$ cat src/rtl/xlat_pkg.sv
package xlat_pkg;
    localparam int EA_W     = 32;
    localparam int PG_W     = 12;
    localparam int VPN_W    = EA_W - PG_W;
    localparam int PPN_W    = 20;
    localparam int PA_W     = PPN_W + PG_W;
    localparam int ASID_W   = 8;
    localparam int KEY_W    = 4;
    localparam int SEL_W    = 4;
    localparam int LOW24_W  = 24 - PG_W;

    typedef struct packed {
        logic              valid;
        logic [VPN_W-1:0]  vpn;
        logic [ASID_W-1:0] asid;
        logic              xen;
        logic              prob;
        logic [KEY_W-1:0]  key;
        logic [PPN_W-1:0]  ppn;
    } tlb_ent_t;

    typedef enum logic [0:0] {
        RS_IDLE = 1'b0,
        RS_RESP = 1'b1
    } rsp_state_t;
endpackage

$ cat src/rtl/xlat_agen.sv
module xlat_agen
    import xlat_pkg::*;
(
    input  logic [EA_W-1:0]  base,
    input  logic [EA_W-1:0]  disp,
    input  logic [SEL_W-1:0] breg,
    input  logic             ar_op,
    input  logic             global_ar,
    input  logic             amode31,
    output logic [EA_W-1:0]  ea,
    output logic [SEL_W-1:0] sel
);
    localparam logic [EA_W-1:0] MASK31 = {1'b0, {(EA_W-1){1'b1}}};
    localparam logic [EA_W-1:0] MASK24 = {{(EA_W-24){1'b0}}, {24{1'b1}}};

    logic [EA_W-1:0] raw;
    logic            ar_mode;

    always_comb begin
        raw     = base + disp;
        ar_mode = ar_op | global_ar;
        if (ar_mode) begin
            ea  = raw & (amode31 ? MASK31 : MASK24);
            sel = breg;
        end else begin
            ea  = raw;
            sel = raw[EA_W-1 -: SEL_W];
        end
    end
endmodule

$ cat src/rtl/xlat_asid_file.sv
module xlat_asid_file
    import xlat_pkg::*;
(
    input  logic              clk,
    input  logic              rst_n,
    input  logic              we,
    input  logic [SEL_W-1:0]  widx,
    input  logic [ASID_W-1:0] wval,
    input  logic [SEL_W-1:0]  ridx,
    output logic [ASID_W-1:0] rval
);
    localparam int DEPTH = 1 << SEL_W;

    logic [ASID_W-1:0] regs [DEPTH];

    always_ff @(posedge clk) begin
        if (!rst_n) begin
            for (int i = 0; i < DEPTH; i++) regs[i] <= '0;
        end else if (we) begin
            regs[widx] <= wval;
        end
    end

    assign rval = regs[ridx];
endmodule

$ cat src/rtl/xlat_cam.sv
module xlat_cam
    import xlat_pkg::*;
#(
    parameter int N_ENT = 16,
    localparam int ENT_W = $clog2(N_ENT)
) (
    input  logic              clk,
    input  logic              rst_n,
    input  logic              wr_en,
    input  tlb_ent_t          wr_ent,
    input  logic              inv_en,
    input  logic [ENT_W-1:0]  inv_idx,
    input  logic              flush,
    input  logic [VPN_W-1:0]  lk_vpn,
    input  logic [ASID_W-1:0] lk_asid,
    input  logic              lk_xen,
    input  logic              lk_prob,
    input  logic [KEY_W-1:0]  lk_key,
    input  logic              tag24,
    output logic              full_hit,
    output logic              key_fault,
    output logic [PPN_W-1:0]  hit_ppn
);
    localparam logic [ENT_W-1:0] LAST = ENT_W'(N_ENT - 1);
    localparam logic [VPN_W-1:0] MASK_ALL = '1;
    localparam logic [VPN_W-1:0] MASK_LOW = {{(VPN_W-LOW24_W){1'b0}}, {LOW24_W{1'b1}}};

    tlb_ent_t         ents [N_ENT];
    logic [ENT_W-1:0] fill_ptr;
    logic [N_ENT-1:0] base_m, full_m, near_m;
    logic [VPN_W-1:0] vmask;

    always_ff @(posedge clk) begin
        if (!rst_n) begin
            for (int i = 0; i < N_ENT; i++) ents[i] <= '0;
            fill_ptr <= '0;
        end else if (flush) begin
            for (int i = 0; i < N_ENT; i++) ents[i].valid <= 1'b0;
            fill_ptr <= '0;
        end else begin
            if (inv_en) ents[inv_idx].valid <= 1'b0;
            if (wr_en) begin
                ents[fill_ptr] <= wr_ent;
                fill_ptr       <= (fill_ptr == LAST) ? '0 : fill_ptr + 1'b1;
            end
        end
    end

    assign vmask = tag24 ? MASK_LOW : MASK_ALL;

    for (genvar g = 0; g < N_ENT; g++) begin : g_match
        assign base_m[g] = ents[g].valid
                        && (((ents[g].vpn ^ lk_vpn) & vmask) == '0)
                        && (ents[g].asid == lk_asid)
                        && (ents[g].xen  == lk_xen)
                        && (ents[g].prob == lk_prob);
        assign full_m[g] = base_m[g] && (ents[g].key == lk_key);
        assign near_m[g] = base_m[g] && (ents[g].key != lk_key);
    end

    always_comb begin
        hit_ppn = '0;
        for (int i = N_ENT - 1; i >= 0; i--) begin
            if (full_m[i]) hit_ppn = ents[i].ppn;
        end
    end

    assign full_hit  = |full_m;
    assign key_fault = |near_m;
endmodule

$ cat src/rtl/xlat_unit.sv
module xlat_unit
    import xlat_pkg::*;
#(
    parameter int N_ENT = 16,
    localparam int ENT_W = $clog2(N_ENT)
) (
    input  logic              clk,
    input  logic              rst_n,
    input  logic              req_valid,
    input  logic [EA_W-1:0]   req_base,
    input  logic [EA_W-1:0]   req_disp,
    input  logic [SEL_W-1:0]  req_breg,
    input  logic              req_ar_op,
    input  logic              cfg_global_ar,
    input  logic              cfg_amode31,
    input  logic              cfg_tag24,
    input  logic              ctx_xlate_en,
    input  logic              ctx_problem,
    input  logic [KEY_W-1:0]  ctx_key,
    input  logic              sw_tlb_we,
    input  logic [VPN_W-1:0]  sw_tlb_vpn,
    input  logic [ASID_W-1:0] sw_tlb_asid,
    input  logic [PPN_W-1:0]  sw_tlb_ppn,
    input  logic              sw_tlb_xen,
    input  logic              sw_tlb_prob,
    input  logic [KEY_W-1:0]  sw_tlb_key,
    input  logic              sw_inv_we,
    input  logic [ENT_W-1:0]  sw_inv_idx,
    input  logic              sw_flush,
    input  logic              sw_asid_we,
    input  logic [SEL_W-1:0]  sw_asid_idx,
    input  logic [ASID_W-1:0] sw_asid_val,
    output logic              rsp_valid,
    output logic              rsp_hit,
    output logic              rsp_miss,
    output logic              rsp_pfault,
    output logic [PA_W-1:0]   rsp_pa
);
    logic [EA_W-1:0]   ea;
    logic [SEL_W-1:0]  sel;
    logic [ASID_W-1:0] cur_asid;
    logic              full_hit, key_fault;
    logic [PPN_W-1:0]  hit_ppn;
    tlb_ent_t          new_ent;

    rsp_state_t        state, state_nx;
    logic              r_hit, r_fault;
    logic [PA_W-1:0]   r_pa;

    xlat_agen u_agen (
        .base      (req_base),
        .disp      (req_disp),
        .breg      (req_breg),
        .ar_op     (req_ar_op),
        .global_ar (cfg_global_ar),
        .amode31   (cfg_amode31),
        .ea        (ea),
        .sel       (sel)
    );

    xlat_asid_file u_asid (
        .clk   (clk),
        .rst_n (rst_n),
        .we    (sw_asid_we),
        .widx  (sw_asid_idx),
        .wval  (sw_asid_val),
        .ridx  (sel),
        .rval  (cur_asid)
    );

    always_comb begin
        new_ent       = '0;
        new_ent.valid = 1'b1;
        new_ent.vpn   = sw_tlb_vpn;
        new_ent.asid  = sw_tlb_asid;
        new_ent.xen   = sw_tlb_xen;
        new_ent.prob  = sw_tlb_prob;
        new_ent.key   = sw_tlb_key;
        new_ent.ppn   = sw_tlb_ppn;
    end

    xlat_cam #(.N_ENT(N_ENT)) u_cam (
        .clk       (clk),
        .rst_n     (rst_n),
        .wr_en     (sw_tlb_we),
        .wr_ent    (new_ent),
        .inv_en    (sw_inv_we),
        .inv_idx   (sw_inv_idx),
        .flush     (sw_flush),
        .lk_vpn    (ea[EA_W-1:PG_W]),
        .lk_asid   (cur_asid),
        .lk_xen    (ctx_xlate_en),
        .lk_prob   (ctx_problem),
        .lk_key    (ctx_key),
        .tag24     (cfg_tag24),
        .full_hit  (full_hit),
        .key_fault (key_fault),
        .hit_ppn   (hit_ppn)
    );

    always_comb begin
        unique case (state)
            RS_IDLE: state_nx = req_valid ? RS_RESP : RS_IDLE;
            RS_RESP: state_nx = req_valid ? RS_RESP : RS_IDLE;
            default: state_nx = RS_IDLE;
        endcase
    end

    always_ff @(posedge clk) begin
        if (!rst_n) begin
            state   <= RS_IDLE;
            r_hit   <= 1'b0;
            r_fault <= 1'b0;
            r_pa    <= '0;
        end else begin
            state <= state_nx;
            if (req_valid) begin
                r_hit   <= full_hit;
                r_fault <= key_fault;
                r_pa    <= {hit_ppn, ea[PG_W-1:0]};
            end
        end
    end

    always_comb begin
        rsp_valid  = 1'b0;
        rsp_hit    = 1'b0;
        rsp_miss   = 1'b0;
        rsp_pfault = 1'b0;
        rsp_pa     = '0;
        unique case (state)
            RS_IDLE: ;
            RS_RESP: begin
                rsp_valid  = 1'b1;
                rsp_hit    = r_hit;
                rsp_pfault = !r_hit && r_fault;
                rsp_miss   = !r_hit && !r_fault;
                rsp_pa     = r_hit ? r_pa : '0;
            end
            default: ;
        endcase
    end
endmodule

$ cat config.mk
export PLATFORM = sky130hd
export DESIGN_NAME = xlat_unit
export DESIGN_NICKNAME = d
export VERILOG_FILES = /design/src/rtl/xlat_pkg.sv /design/src/rtl/xlat_agen.sv /design/src/rtl/xlat_asid_file.sv /design/src/rtl/xlat_cam.sv /design/src/rtl/xlat_unit.sv
export SDC_FILE = /design/constraint.sdc
export NUM_CORES = 2
export LEC_CHECK = 0
export ABC_CLOCK_PERIOD_IN_PS = 16200
export BUFFER_PORTS_ARGS = -buffer_cell sky130_fd_sc_hd__buf_2
export CAP_MARGIN = 20
export CORE_MARGIN = 2
export CORE_UTILIZATION = 50
export DETAILED_ROUTE_END_ITERATION = 6
export PLACE_DENSITY = 0.72
export REMOVE_ABC_BUFFERS = 1
export SLEW_MARGIN = 20
export SYNTH_ARGS = -nofsm -noshare
export SYNTH_HDL_FRONTEND = slang
export SYNTH_SLANG_ARGS = --single-unit
$ cat constraint.sdc
create_clock -name clk -period 16.2 [get_ports clk]
set_clock_uncertainty 0.1 [all_clocks]
set_input_delay 1.62 -clock clk [delete_from_list [all_inputs] [get_ports clk]]
set_output_delay 1.62 -clock clk [all_outputs]
set_load 0.01 [all_outputs]
# Word-level counts from Yosys, hierarchy flattened
# Memory sizes are Yosys's and may differ from the RTL's.
# Cells that the tools add are included.
[totals]
reg_bits = 39
ramBits = 1008
in_bits = 155
elab_cells = 331
n_memories = 2
[mem_list]
columns = ["name", "words", "word_bits", "read_ports", "rd_clocked_by_memory_dff", "write_ports", "line_no", "source"]
rows = [
  ["u_cam.ents", 16, 55, 16, 0, 16, "xlat_cam.sv:28", "tlb_ent_t ents [N_ENT];"],
  ["u_asid.regs", 16, 8, 1, 0, 16, "xlat_asid_file.sv:14", "logic [ASID_W-1:0] regs [DEPTH];"],
]
[op_classes]
n_addsub = 2
eq_ne = 81
muxes = 68
bitwise_logic = 51
reduce_logical = 122
[ops]
columns = ["op", "n"]
rows = [
  ["$mux 20", 17],
  ["$and 20x20->20", 16],
  ["$logic_not 20->1", 16],
  ["$xor 20x20->20", 16],
  ["$eq 8x8->1", 16],
  ["$mux 55", 2],
  ["$reduce_or 55->1", 2],
  ["$logic_and 1x1->1", 98],
  ["$mux 32", 3],
  ["$eq 4x4->1", 16],
  ["$ne 4x4->1", 16],
  ["$mux 1", 37],
  ["$add 32x32->32", 1],
  ["$and 32x32->32", 1],
  ["$eq 1x1->1", 32],
  ["$reduce_or 16->1", 2],
  ["$mux 31", 1],
  ["$mux 4", 5],
  ["$or 1x1->1", 17],
  ["$mux 8", 1],
  ["$reduce_or 8->1", 1],
  ["$add 4x1->4 const B", 1],
  ["$eq 4x4->1 const B", 1],
  ["$mux 2", 2],
  ["other kinds (3)", 4],
]

# Longest topological paths before layout
[depth]
depth_word = 27
mapped_depth = 27
ltp_nobuf = 19

# Modules after synthesis
# Synthesis repeated with hierarchy kept, for this count alone.
[hier_totals]
hier_cells = 4355
area_unflattened_um2 = 52581.7
[by_module_without_submodules]
columns = ["mod", "n_inst", "cells_each", "area_each_um2", "seq_area_each_um2"]
rows = [
  ["xlat_cam", 1, 3545, 43145.1, 26505.4],
  ["xlat_asid_file", 1, 375, 5933.2, 3843.7],
  ["xlat_agen", 1, 282, 1909.3, 0.0],
  ["xlat_unit", 1, 153, 1594.0, 700.7],
]

# Worst setup path after synthesis
# OpenSTA, ideal clock, no wires.
[synth_path]
path_kind = "input to register"
start = "input port req_base[0]"
end = "register r_pa[18]"
setup_time_ps = 59
arrival_time_ps = 6901
setup_slack_ps = 9141
cell_stages = 21
path_cell_list = "ha_1 > fa_1 > a21o_1 > a221o_1 > buf_2 > a41o_1 > a21oi_1 > mux2i_1 > xor2_1 > a21o_1 > or4_1 > or4b_2 > a2111oi_2 > and3_1 > buf_4 > buf_2 > a221oi_1 > o21ai_0 > a22oi_1 > o221ai_1 > a22o_1"
[synth_via]
elab_chain_len = 27
elab_cells_between_ends = 165
classes_between = "add/sub (1); eq/ne (16); mux (18); bitwise (33); reduce/logical (96); memory (1)"
[synth_lines]
columns = ["item", "line_no", "source"]
rows = [
  ["from (decl)", "xlat_unit.sv:10", "input logic [EA_W-1:0] req_base,"],
  ["$add 32x32->32 *", "xlat_agen.sv:20", "raw = base + disp;"],
  ["parallel branches: the longest is 25 deep, another holds $mem_v2 16x8", "-", ""],
  ["$mux 20 *", "xlat_cam.sv:64", "if (full_m[i]) hit_ppn = ents[i].ppn;"],
  ["to (signal assigned)", "xlat_unit.sv:120", "r_pa <= {hit_ppn, ea[PG_W-1:0]};"],
  ["to (decl)", "xlat_unit.sv:48", "logic [PA_W-1:0] r_pa;"],
]
# Mark *: on every way between the ends.
# A chain may end at the register's enable or synchronous reset.

# Worst setup path in the final report
[layout_path]
start = "input port req_base[27]"
end = "register r_pa[15]"
# The elaborated chain is that of the path after synthesis.

==> flow_metrics.py <==
metrics = {
    "cells_and_area": {
        "final_util_pct": 55.4,
        "syn2layout_area_growth_pct": 9.92,
        "layout_common_cells": "edfxtp_1 (992), and3_1 (916), xnor2_1 (307)",
        "layout-drive-gt1-share_pct": 12.1,
        "nNetsFinal": 5140,
        "final_common_cell": "edfxtp_1",
    },
    "power_and_ir_drop": {
        "p_leak_nw": 25.7,
        "ir_drop_v": 0.0000962,
        "power_density_mw_per_mm2": 108,
    },
    "sta": {
        "finalMaxSlewViolations": 0,
        "worst_slew_pin_slew_ps": 1310,
        "max-slew-margin-rel_pct": 12.5,
        "rsz0062_at_grt": "no",
        "max_freq_ghz": 0.111,
        "finalHoldViolations": 0,
        "period_share_pct": 55.6,
        "tns_ps": 0,
        "setup_violations": 0,
        "min_period_ps": 9000,
    },
    "clock_network": {
        "path_clk_slew_ps": 60,
        "cts_tree": "done",
        "cts_made_buffers": 106,
        "clock_path_buffers": 3,
        "cts_max_level": 3,
        "root_buffer": "clkbuf_16",
        "clkLatencyLatePin_ps": 710,
        "cts_setup_buffers": 0,
        "clock_sinks": 1047,
        "postCtsHoldBufs": 0,
        "cts_resized": 0,
    },
    "logic_synthesis": {
        "synth_top_family_by_area": "simple AND/OR/NAND/NOR gates",
        "synth.top_cell.area_share_pct": 52.6,
        "synth_area_mm2": 0.0567,
        "synth_edf_count": 992,
        "ys_seq_area_share_pct": 54.5,
        "yosys-top-cells-area": "edfxtp_1 (53%), and3_1 (10%), xnor2_1 (4.8%), xor2_1 (3.5%), clkbuf_1 (2.3%)",
        "synth-compound-area-share_pct": 10.0,
        "ys.flop_type": "edfxtp_1",
        "syn_avg_cell_area_um2": 11.3,
        "ys_warn_count": 0,
        "muxShareOfSynthArea_pct": 2.24,
        "synth_top_cell_by_area": "edfxtp_1",
        "synthesis.instances": 4997,
        "synthAdderAreaFrac_pct": 0.808,
        "ys_ff_latch": 1047,
        "ys_types": 122,
        "yosys.area_share.simple_pct": 20.1,
        "synth_xor_xnor_area_share_pct": 8.86,
        "async_flop_share_pct": 0,
    },
    "placement": {
        "portBuffers": 190,
        "place.gp.congestion": 0.965,
        "dp_hpwl_mm": 109,
    },
    "worst_setup_path": {
        "cp.required_ps": 16700,
        "arrival_ps": 9500,
        "end_kind": "flop",
        "path_max_fanout": 35,
        "critPathLaunchType": "input pin",
        "setup.worst_path.class": "input pin to flop",
    },
    "global_route": {
        "grt_pass1_vias": 40800,
        "grt_usage_pct": 30.0,
        "grt_overflow": 0,
        "antenna_found_initial": 21,
        "grt_start_max_net_pins": 221,
        "grt_pass1_wl_mm": 263,
    },
    "die": {
        "dieArea_mm2": 0.116,
        "die_h_um": 341,
        "core_mm2": 0.112,
        "ios": 191,
        "start_util_pct": 50.4,
        "die_w_um": 341,
        "fp-row-count": 123,
    },
    "drt": {
        "firstDrtPassIters": 7,
        "ant_nets": 0,
        "avgRoutedWirePerCell_um": 27.3,
        "via_per_inst": 6.52,
        "drtIter0Drc": 6540,
        "num_vias": 42700,
        "drc": 2,
        "wl_mm": 179,
    },
    "status": {
        "violations": "design-rule violations",
        "outcome": "complete, but fails checks",
    },
    "run": {
        "maxCapViolations": 0,
    },
    "min_path": {
        "hp-class": "flop to flop",
    },
}
synthesized netlist by cell type (81+ instances only):
master,instances
a21oi_1,179
xnor2_1,311
nand2_1,265
xor2_1,224
and3_1,917
nand3_1,81
and2_1,156
edfxtp_1,992
clkbuf_1,346
nor2_1,135
o21ai_0,150
nor3_1,88
flip-flops by register name (all words and copies together), names as in the netlist:
register	count
u_cam.ents	880
u_asid.regs	128
r_pa	32
u_cam.fill_ptr	4
r_fault	1
r_hit	1
state	1
critical path, cell delays in order:
cell	delay, ps
buf_2	100
ha_1	400
a21oi_1	350
o21ai_0	230
a21oi_1	820
o22ai_1	620
a21o_1	310
buf_4	260
a222oi_1	470
a22o_1	280
nor3_2	90
a21oi_4	720
xor2_1	130
nand2_1	220
or4_1	200
or2_1	870
nand2_1	940
a21oi_1	370
o221ai_1	170
a32o_1	280
per-layer routing:
metal	wire length [um]	global-route usage, %
met1	69300	41.0
met2	81600	46.8
met3	20600	5.83
met4	7540	12.7
met5	121	0
final timing paths:
| kind | startpoint | cells after the start | end | slack [ps] |
|---|---|---|---|---|
| setup reg to reg | u_asid.regs[3][6] | 15 | r_pa[15] | 10210 |
| hold / removal | r_pa[27] | 2 | r_pa[27] | 380 |
| hold reg to reg | r_pa[27] | 2 | r_pa[27] | 380 |
| setup / recovery | req_base[27] | 20 | r_pa[15] | 7200 |
power breakdown:
| group | internal, mW | leakage (nW) | switching (mW) | total [mW] |
|---|---|---|---|---|
| Clock | 1.38 | 1.69 | 1.09 | 2.47 |
| Combinational | 0.379 | 13.4 | 0.760 | 1.14 |
| Sequential | 3.06 | 10.6 | 0.0512 | 3.11 |
| Total | 4.82 | 25.7 | 1.90 | 6.72 |
cell families (layout without fill, tap and decap cells):
family	Yosys count	count (layout)
compound gates	797	797
xor+xnor	551	551
fa+ha+maj	36	36
buf+inv	481	524
flops	1047	1047
mux	118	118
other cells	0	12
simple gates	1967	1967
area by class of cell:
| type | instances | area [um^2] |
|---|---|---|
| clock buffers | 147 | 2930 |
| diodes | 12 | 30.0 |
| multi-input cells | 3469 | 24100 |
| flip-flops and latches | 1047 | 30900 |
| fillers | 9183 | 50200 |
| clock inverters | 52 | 556 |
| inverters | 32 | 120 |
| repair buffers | 293 | 1750 |
| well taps | 1500 | 1880 |
through the flow:
| step | setup WS, ps | hold WS, ps | total power, mW | area (um^2) | std cells |
|---|---|---|---|---|---|
| floorplan | 722 | 321 | 3.85 | 54900 | 4548 |
| global placement | 6640 | 356 | 4.25 | 58700 | 6338 |
| detailed placement | 6320 | 360 | 4.27 | 58700 | 6338 |
| CTS | 7030 | 372 | 6.69 | 62200 | 6537 |
| global route | 6930 | 401 | 6.90 | 62300 | 6546 |
| finish | 7200 | 381 | 6.72 | 62300 | 6552 |
No activity file was read; power rests on OpenSTA's default activity.
